--- src/rtl/pic_cmd_pkg.sv ---
package pic_cmd_pkg;
   localparam int CMD_W   = 8;
   localparam int MODE4_W = 5;
   localparam int VLO_W   = 3;
   // bit positions that steer decoding
   localparam int B_START = 4;
   localparam int B_KIND  = 3;
   localparam int B_NEED4 = 0;
   localparam int B_SING  = 1;
   localparam int B_INT4  = 2;
   localparam int B_LEVEL = 3;
   localparam int B_RSEL  = 0;
   localparam int B_RDEN  = 1;
   localparam int B_POLL  = 2;
   localparam int B_SMV   = 5;
   localparam int B_SMEN  = 6;

   typedef enum logic [2:0] {
      SQ_IDLE,
      SQ_BASE,
      SQ_CASC,
      SQ_MODE,
      SQ_READY
   } seq_t;
endpackage

--- src/rtl/pic_strobe_edge.sv ---
module pic_strobe_edge #(
   parameter int TAG_W = 1
) (
   input  logic             clk,
   input  logic             rst_n,
   input  logic             act,
   input  logic [TAG_W-1:0] tag_in,
   output logic             done,
   output logic [TAG_W-1:0] tag_q
);
   logic act_q;

   always_ff @(posedge clk or negedge rst_n) begin
      if (!rst_n) begin
         act_q <= 1'b0;
         done  <= 1'b0;
         tag_q <= '0;
      end else begin
         act_q <= act;
         done  <= act_q & ~act;
         if (act) tag_q <= tag_in;
      end
   end


   done_pulse_chk: assert property (@(posedge clk) disable iff (!rst_n) done |=> !done);
endmodule

--- src/rtl/pic_init_seq.sv ---
module pic_init_seq
   import pic_cmd_pkg::*;
#(
   parameter int DW = 8
) (
   input  logic               clk,
   input  logic               rst_n,
   input  logic               w_stb,
   input  logic               w_a0,
   input  logic [DW-1:0]      w_dat,
   output logic               start_stb,
   output logic               rdcmd_stb,
   output logic               rot_stb,
   output logic [DW-1:0]      rot_cmd,
   output logic               init_done,
   output logic               cfg_need4,
   output logic               cfg_single,
   output logic               cfg_int4,
   output logic               cfg_level,
   output logic [VLO_W-1:0]   vec_lo,
   output logic [DW-1:0]      vec_hi,
   output logic [DW-1:0]      cascade,
   output logic [MODE4_W-1:0] mode4,
   output logic [DW-1:0]      imr
);
   seq_t st;
   logic hi_stb;

   assign start_stb = w_stb & ~w_a0 & w_dat[B_START];
   assign rot_stb   = w_stb & ~w_a0 & ~w_dat[B_START] & ~w_dat[B_KIND];
   assign rdcmd_stb = w_stb & ~w_a0 & ~w_dat[B_START] & w_dat[B_KIND];
   assign rot_cmd   = w_dat;
   assign hi_stb    = w_stb & w_a0;
   assign init_done = (st == SQ_READY);

   always_ff @(posedge clk or negedge rst_n) begin
      if (!rst_n) begin
         st         <= SQ_IDLE;
         cfg_need4  <= 1'b0;
         cfg_single <= 1'b0;
         cfg_int4   <= 1'b0;
         cfg_level  <= 1'b0;
         vec_lo     <= '0;
         vec_hi     <= '0;
         cascade    <= '0;
         mode4      <= '0;
         imr        <= '0;
      end else if (start_stb) begin
         st         <= SQ_BASE;
         cfg_need4  <= w_dat[B_NEED4];
         cfg_single <= w_dat[B_SING];
         cfg_int4   <= w_dat[B_INT4];
         cfg_level  <= w_dat[B_LEVEL];
         vec_lo     <= w_dat[DW-1 -: VLO_W];
         mode4      <= '0;
         imr        <= '0;
      end else if (hi_stb) begin
         unique case (st)
            SQ_BASE: begin
               vec_hi <= w_dat;
               if (!cfg_single)    st <= SQ_CASC;
               else if (cfg_need4) st <= SQ_MODE;
               else                st <= SQ_READY;
            end
            SQ_CASC: begin
               cascade <= w_dat;
               st      <= cfg_need4 ? SQ_MODE : SQ_READY;
            end
            SQ_MODE: begin
               mode4 <= w_dat[MODE4_W-1:0];
               st    <= SQ_READY;
            end
            SQ_READY: imr <= w_dat;
            default: ;
         endcase
      end
   end


   mask_lock_chk: assert property (@(posedge clk) disable iff (!rst_n)
      (hi_stb && !init_done) |=> $stable(imr));

   start_clr_chk: assert property (@(posedge clk) disable iff (!rst_n)
      start_stb |=> (imr == '0) && !init_done && (mode4 == '0));

   no_mode_chk: assert property (@(posedge clk) disable iff (!rst_n)
      (hi_stb && st == SQ_BASE && cfg_single && !cfg_need4) |=> init_done && (mode4 == '0));

   kind_excl_chk: assert property (@(posedge clk) disable iff (!rst_n)
      $onehot0({start_stb, rot_stb, rdcmd_stb, hi_stb}));
endmodule

--- src/rtl/pic_rd_path.sv ---
module pic_rd_path
   import pic_cmd_pkg::*;
#(
   parameter int DW        = 8,
   parameter bit REG_RDATA = 1'b0
) (
   input  logic          clk,
   input  logic          rst_n,
   input  logic          start_stb,
   input  logic          rdcmd_stb,
   input  logic [DW-1:0] cmd,
   input  logic          rd_act,
   input  logic          rd_a0,
   input  logic          rd_end,
   input  logic          rd_end_a0,
   input  logic [DW-1:0] irr_in,
   input  logic [DW-1:0] isr_in,
   input  logic [DW-1:0] poll_in,
   input  logic [DW-1:0] imr,
   output logic [DW-1:0] dout,
   output logic          smm,
   output logic          poll_pend
);
   logic          sel_isr;
   logic [DW-1:0] mux;

   always_ff @(posedge clk or negedge rst_n) begin
      if (!rst_n) begin
         sel_isr   <= 1'b0;
         smm       <= 1'b0;
         poll_pend <= 1'b0;
      end else if (start_stb) begin
         sel_isr   <= 1'b0;
         poll_pend <= 1'b0;
      end else if (rdcmd_stb) begin
         if (cmd[B_RDEN]) sel_isr   <= cmd[B_RSEL];
         if (cmd[B_SMEN]) smm       <= cmd[B_SMV];
         if (cmd[B_POLL]) poll_pend <= 1'b1;
      end else if (rd_end && !rd_end_a0) begin
         poll_pend <= 1'b0;
      end
   end

   always_comb begin
      if (!rd_act)        mux = '0;
      else if (rd_a0)     mux = imr;
      else if (poll_pend) mux = poll_in;
      else if (sel_isr)   mux = isr_in;
      else                mux = irr_in;
   end

   generate
      if (REG_RDATA) begin : g_rdreg
         always_ff @(posedge clk or negedge rst_n) begin
            if (!rst_n) dout <= '0;
            else        dout <= mux;
         end
      end else begin : g_rdcomb
         assign dout = mux;

         hi_read_chk: assert property (@(posedge clk) disable iff (!rst_n)
            (rd_act && rd_a0) |-> (dout == imr));
      end
   endgenerate


   poll_clear_chk: assert property (@(posedge clk) disable iff (!rst_n)
      (rd_end && !rd_end_a0 && !rdcmd_stb && !start_stb) |=> !poll_pend);

   smm_hold_chk: assert property (@(posedge clk) disable iff (!rst_n)
      (rdcmd_stb && !cmd[B_SMEN]) |=> $stable(smm));
endmodule

--- src/rtl/pic_cmd_decoder.sv ---
module pic_cmd_decoder
   import pic_cmd_pkg::*;
#(
   parameter int DW        = CMD_W,
   parameter bit REG_RDATA = 1'b0
) (
   input  logic               clk,
   input  logic               rst_n,
   input  logic               cs_n,
   input  logic               wr_n,
   input  logic               rd_n,
   input  logic               a0,
   input  logic [DW-1:0]      din,
   input  logic [DW-1:0]      irr_in,
   input  logic [DW-1:0]      isr_in,
   input  logic [DW-1:0]      poll_in,
   output logic [DW-1:0]      dout,
   output logic               init_done,
   output logic               cfg_need4,
   output logic               cfg_single,
   output logic               cfg_int4,
   output logic               cfg_level,
   output logic [VLO_W-1:0]   vec_lo,
   output logic [DW-1:0]      vec_hi,
   output logic [DW-1:0]      cascade,
   output logic [MODE4_W-1:0] mode4,
   output logic [DW-1:0]      imr,
   output logic               smm,
   output logic               poll_pend,
   output logic               rot_stb,
   output logic [DW-1:0]      rot_cmd
);
   localparam int WTAG_W = DW + 1;

   generate
      if (DW != CMD_W) begin : g_bad_width
         $error("pic_cmd_decoder: command fields need an 8-bit data path");
      end
   endgenerate

   logic              wr_act, rd_act;
   logic              w_stb, rd_end, rd_end_a0;
   logic [WTAG_W-1:0] wtag;
   logic              start_stb, rdcmd_stb;

   assign wr_act = ~cs_n & ~wr_n;
   assign rd_act = ~cs_n & ~rd_n;

   pic_strobe_edge #(.TAG_W(WTAG_W)) u_wedge (
      .clk(clk), .rst_n(rst_n), .act(wr_act), .tag_in({a0, din}),
      .done(w_stb), .tag_q(wtag));

   pic_strobe_edge #(.TAG_W(1)) u_redge (
      .clk(clk), .rst_n(rst_n), .act(rd_act), .tag_in(a0),
      .done(rd_end), .tag_q(rd_end_a0));

   pic_init_seq #(.DW(DW)) u_seq (
      .clk(clk), .rst_n(rst_n), .w_stb(w_stb), .w_a0(wtag[DW]),
      .w_dat(wtag[DW-1:0]), .start_stb(start_stb), .rdcmd_stb(rdcmd_stb),
      .rot_stb(rot_stb), .rot_cmd(rot_cmd), .init_done(init_done),
      .cfg_need4(cfg_need4), .cfg_single(cfg_single), .cfg_int4(cfg_int4),
      .cfg_level(cfg_level), .vec_lo(vec_lo), .vec_hi(vec_hi),
      .cascade(cascade), .mode4(mode4), .imr(imr));

   pic_rd_path #(.DW(DW), .REG_RDATA(REG_RDATA)) u_rd (
      .clk(clk), .rst_n(rst_n), .start_stb(start_stb), .rdcmd_stb(rdcmd_stb),
      .cmd(wtag[DW-1:0]), .rd_act(rd_act), .rd_a0(a0), .rd_end(rd_end),
      .rd_end_a0(rd_end_a0), .irr_in(irr_in), .isr_in(isr_in),
      .poll_in(poll_in), .imr(imr), .dout(dout), .smm(smm),
      .poll_pend(poll_pend));


   no_cs_write_chk: assert property (@(posedge clk) disable iff (!rst_n)
      (cs_n && $past(cs_n) && $past(cs_n, 2)) |=> !w_stb);
endmodule

--- config.mk ---
export PLATFORM = sky130hd
export DESIGN_NAME = pic_cmd_decoder
export DESIGN_NICKNAME = d
export VERILOG_FILES = /design/src/rtl/pic_cmd_pkg.sv /design/src/rtl/pic_strobe_edge.sv /design/src/rtl/pic_init_seq.sv /design/src/rtl/pic_rd_path.sv /design/src/rtl/pic_cmd_decoder.sv
export SDC_FILE = /design/constraint.sdc
export NUM_CORES = 1
export LEC_CHECK = 0
export ABC_AREA = 1
export BUFFER_PORTS_ARGS = -buffer_cell sky130_fd_sc_hd__buf_2
export CAP_MARGIN = 25
export CORE_ASPECT_RATIO = 1.5
export CORE_MARGIN = 4
export CORE_UTILIZATION = 49
export CTS_CLUSTER_SIZE = 24
export DETAILED_ROUTE_END_ITERATION = 10
export GPL_TIMING_DRIVEN = 0
export PLACE_DENSITY = 0.84
export SETUP_SLACK_MARGIN = 0.4
export SLEW_MARGIN = 40
export SYNTH_ARGS = -nofsm -noshare
export SYNTH_HDL_FRONTEND = slang
export SYNTH_SLANG_ARGS = --single-unit
--- constraint.sdc ---
create_clock -name clk -period 1.3 [get_ports clk]
set_input_delay 0.065 -clock clk [delete_from_list [all_inputs] [get_ports clk]]
set_output_delay 0.065 -clock clk [all_outputs]
set_load 0.05 [all_outputs]
==> out/summary.txt, run 1 <==
===============================================================================
Register area share after synthesis                                      53.59%
Outcome                                                            did not finish
Dominant cells by area after synthesis                             dfrtp_1 (54%), nand2_1 (14%), nand3_1 (4.4%), o21ai_2 (4.0%), o21ai_1 (3.8%)
Maximum number of pins on one net before global-route repair                 57
DPL Wire Length                                                         5466 µm
CTS H-tree depth                                                              2
Post-synth net total                                                        345
Longest Clk Path Bufs                                                         2
Crit. endpoint post-GRT repair                                          dout[3]
Number of synthesized register bits                                          56
Avg Cell Area, Syn                                                    8.518 µm²
Count of distinct cell types in the synthesized netlist                      25
Worst endpoint type                                                 output port
Step where the flow halted                                         global routing (5_1_grt)
Cell taking the most area after synthesis                               dfrtp_1
Floorplan die width                                                    67.65 µm
IO Port Bufs                                                                 92
Number of buffers added by the clock tree synthesis step                      5
Root Driver                                                            clkbuf_8
Mapped cell area                                                       2615 µm²
Number of cells produced by synthesis                                       307
Vert. Die Dim                                                          97.47 µm
Tool error                                                         [ERROR DPL-0038] Utilization greater than 100%, impossible to legalize
# rows                                                                       32
Final weighted congestion of routability-driven global placement         0.8114
Ports placed on the boundary                                                 94
# placed instances                                                          467
Number of warnings printed during yosys synthesis                             0
Starting Density                                                         50.63%
Area share of the largest cell type after synthesis                      53.59%
Area of placed instances                                               3496 µm²
# clock sinks                                                                56
===============================================================================
synthesized netlist by cell type:
master	count
nand2_2	2
nor2_1	9
o211ai_1	1
nand2_1	101
nand3_2	4
o21a_1	1
clkinv_2	1
buf_2	9
dfrtp_1	56
nor2_4	1
clkbuf_1	2
a21oi_1	15
nand3_4	1
buf_4	1
buf_6	2
nand3_1	23
inv_1	16
nand4_4	1
o21ai_1	20
nor3_1	1
o21ai_2	12
o21ai_0	17
inv_2	9
nor3_2	1
or2_1	1
timing repair:
action | 4_1_cts
cloned | 9
pin swaps | 38
buffers inserted | 50
hold endpoints to repair | 64
endpoints found under the setup margin | 98
resized for setup | 231
hold buffers | 9
cell families after synthesis:
| logic type | after synthesis | share of synthesized area [%] |
|---|---|---|
| flip-flops | 56 | 53.59 |
| buffers and inverters | 40 | 6.938 |
| AND/OR/NAND/NOR | 145 | 24.93 |
| AO/OA/AOI/OAI | 66 | 14.55 |
through the flow:
stage | setup slack [ns] | hold WS, ns
2_1_floorplan | -0.009764 | -0.2306
3_3_place_gp | -0.03540 | 0.2773
3_5_place_dp | -0.04533 | 0.1525
4_1_cts | -0.2029 | 0.1023
==> inputs of run 2 (changes only) <==
Settings changed: CORE_ASPECT_RATIO 1.5 to not set, CORE_UTILIZATION 49 to 40, CTS_CLUSTER_SIZE 24 to not set, PLACE_DENSITY 0.84 to not set, PLACE_DENSITY_LB_ADDON set to 0.15, SETUP_SLACK_MARGIN 0.4 to not set.
==> out/summary.txt, run 2 <==
=====================================================================================================
Most numerous cell types in the synthesized netlist                                      nand2_1 (101), dfrtp_1 (56), nand3_1 (23)
Number of fill cells in the layout                                                                570
Avg Cell Area, Syn                                                                          8.518 µm²
FF+latch area                                                                                1408 µm²
Final layout net count                                                                            460
Starting Density                                                                               41.18%
Post-synthesis share of cell area spent on full adders, half adders and majority gates             0%
Root Driver                                                                                  clkbuf_8
TritonCTS clock tree                                                                            built
Failing checks                                                                           negative setup slack
Post-synth EDFFs                                                                                    0
Max_cap viols                                                                                       0
Via count of the first global-routing pass                                                      2,305
Multiplexer fraction of the synthesized cell area                                                  0%
Maximum resistive drop on vdd                                                                1.113 mV
Utilization after layout                                                                       58.70%
Critical Path AT                                                                              1.40 ns
# rows                                                                                             29
Number of iterations in the first detailed-routing pass                                             4
Core area                                                                                    6350 µm²
Average via count per standard cell                                                             4.832
Compound-cell area share of the yosys netlist                                                  14.55%
Post-synthesis xor/xnor area fraction                                                              0%
Mapped cell area                                                                             2615 µm²
Final global-route overflow total                                                                   0
Number of buffers added by the clock tree synthesis step                                            5
Number of vias after detailed routing                                                           2,411
Aggregate global-route resource usage                                                          18.96%
Data required time at the worst endpoint                                                      1.24 ns
Relative slew slack                                                                            52.76%
Longest Clk Path Bufs                                                                               2
Shortest period the worst path allows                                                        1.466 ns
Basic-gate share of the synthesized area counting and, or, nand and nor cells                  24.93%
CTS H-tree depth                                                                                    2
Cell taking the most area after synthesis                                                     dfrtp_1
Floorplan die width                                                                          88.86 µm
Top reg by flops                                                                         u_wedge.tag_q
Final Routed Wirelength                                                                       7225 µm
# clock sinks                                                                                      56
Period Utilization, post-route                                                                 112.8%
Endpoint kind of the worst setup timing path                                             primary output
DPL Wire Length                                                                               5210 µm
Area occupied by multi-input gates                                                           1191 µm²
Max Clock Freq                                                                              681.9 MHz
Hold Crit Class                                                                          input port to flop
Reported leakage power                                                                       1.955 nW
IO Port Bufs                                                                                       92
Flip-flop count of the largest register, all copies and words added                                 9
Final weighted congestion of routability-driven global placement                               0.7465
Most used cells in the layout excluding fill and tap cells                               nand2_1 (95), buf_2 (85), dfrtp_1 (51)
Area share of the largest cell type after synthesis                                            53.59%
Count of antenna diodes in the layout                                                               0
Number of cells produced by synthesis                                                             307
Type of the setup path with the least slack                                              flop to primary output
Dominant cells by area after synthesis                                                   dfrtp_1 (54%), nand2_1 (14%), nand3_1 (4.4%), o21ai_2 (4.0%), o21ai_1 (3.8%)
Final setup skew                                                                          0.002402 ns
Area overhead of the layout relative to synthesis                                              42.54%
Worst-skew pair later-pin latency                                                             0.31 ns
Share of post-route cells with drive strength above 1                                          42.18%
Cell with the most instances after synthesis                                                  nand2_1
Count of distinct cell types in the synthesized netlist                                            25
Detail Route Antenna Nets                                                                           0
Combinational family with the most area after synthesis                                  simple AND/OR/NAND/NOR gates
Register area share after synthesis                                                            53.59%
Unrepaired setup endpoints after global routing                                                   yes
Max-slew violation count                                                                            0
Number of synthesized register bits                                                                56
Number of design rule violations left after detail routing                                          0
Areal power density over the cells                                                        1846 nW/µm²
Number of antenna violations at the first check in global routing                                   0
# placed instances                                                                                476
Smallest setup slack after layout                                                          -0.1665 ns
Post-synth net total                                                                              345
Flop2flop setup slack                                                                         0.05 ns
Most common cell after layout, fill and taps aside                                            nand2_1
Setup violators final                                                                               9
Count of endpoints failing hold in the final timing report                                          0
Outcome                                                                                  finished, violations left
Number of warnings printed during yosys synthesis                                                   0
Wire length of the first global-routing pass                                                11,360 µm
Routed wirelength normalized by instance count                                               14.48 µm
Maximum number of pins on one net before global-route repair                                       57
Final TNS setup                                                                             -1.258 ns
Slew at the pin with the worst max-slew slack                                               0.7086 ns
Detailed router's first-iteration violation count                                                 121
Clock-pin slew on the worst setup and hold paths                                              0.09 ns
Top flip-flop cell by instance count after synthesis                                          dfrtp_1
Total power of the final layout                                                            0.006880 W
DIE AREA                                                                                     7895 µm²
Startpoint Class                                                                                 flop
Ports placed on the boundary                                                                       94
Share of synthesized registers carrying an async set or reset                                  100.0%
Top fanout value on the critical path                                                               6
Vert. Die Dim                                                                                88.86 µm
Post-route non-filler standard cell count                                                         499
=====================================================================================================
==> run 2: power breakdown <==
part	switching (W)	total [W]	internal [W]
sequential	0.000300	0.00243	0.00213
clock	0.000559	0.00132	0.000758
combinational	0.00229	0.00314	0.000847
total	0.00315	0.00688	0.00373
==> run 2: through the flow <==
step | area [µm²] | hold slack (ns) | worst slack, ns
floorplan | 2720 | -0.2306 | -0.1370
global placement | 3277 | 0.2816 | -0.009897
detailed placement | 3279 | 0.1692 | -0.02686
CTS | 3610 | 0.09275 | -0.1780
global route | 3727 | 0.1146 | -0.2535
finish | 3727 | 0.09995 | -0.1665
==> run 2: cell families after synthesis <==
kind of cell / count (synthesis)
buffers and inverters: 40
DFF: 56
AOI/OAI and AO/OA: 66
and+or+nand+nor: 145
==> run 2: what timing repair did <==
item	CTS	global route
buffers inserted	3	5
hold buffers	9	0
pin swaps	0	3
setup endpoints to repair	13	41
endpoints found under the hold margin	64	0
cloned	0	0
gates resized for setup	32	27
==> run 2: final timing paths <==
kind                                startpoint                to  cells past startpoint
worst max-delay path            u_rd.poll_pend           dout[1]                      4
worst min-delay path                      rd_n     u_redge.act_q                      3
worst max register to register     u_seq.st[1]  u_seq.cascade[6]                      6
worst min register to register   u_redge.act_q      u_redge.done                      2
max in group asynchronous                rst_n    u_rd.poll_pend                      2
min in group asynchronous                rst_n    u_seq.mode4[3]                      2
==> run 2: cell type report <==
class	count	share of cell area, %
clock buffer	5	1.846
inverter	26	3.155
clock inverter	2	1.611
buffer	13	2.753
sequential	56	37.76
multi-input combinational	211	31.96
tap	77	2.585
timing repair buffer	109	18.33
==> run 2: worst max-delay path, stage by stage (launching register included) <==
cell and delay (ns):
dfrtp_2 0.48, buf_2 0.19, a21oi_2 0.19, a21oi_4 0.07, buf_6 0.16
==> run 2: routing by layer <==
metal	vias up	part of all wire, %	track usage, %
li1	1219	-	-
met2	77	47	31.31
met1	1110	44	25.56
met5	-	0	0
met4	0	0.66	4.121
met3	5	7.8	4.283
Power figures use the tool's default switching activity.
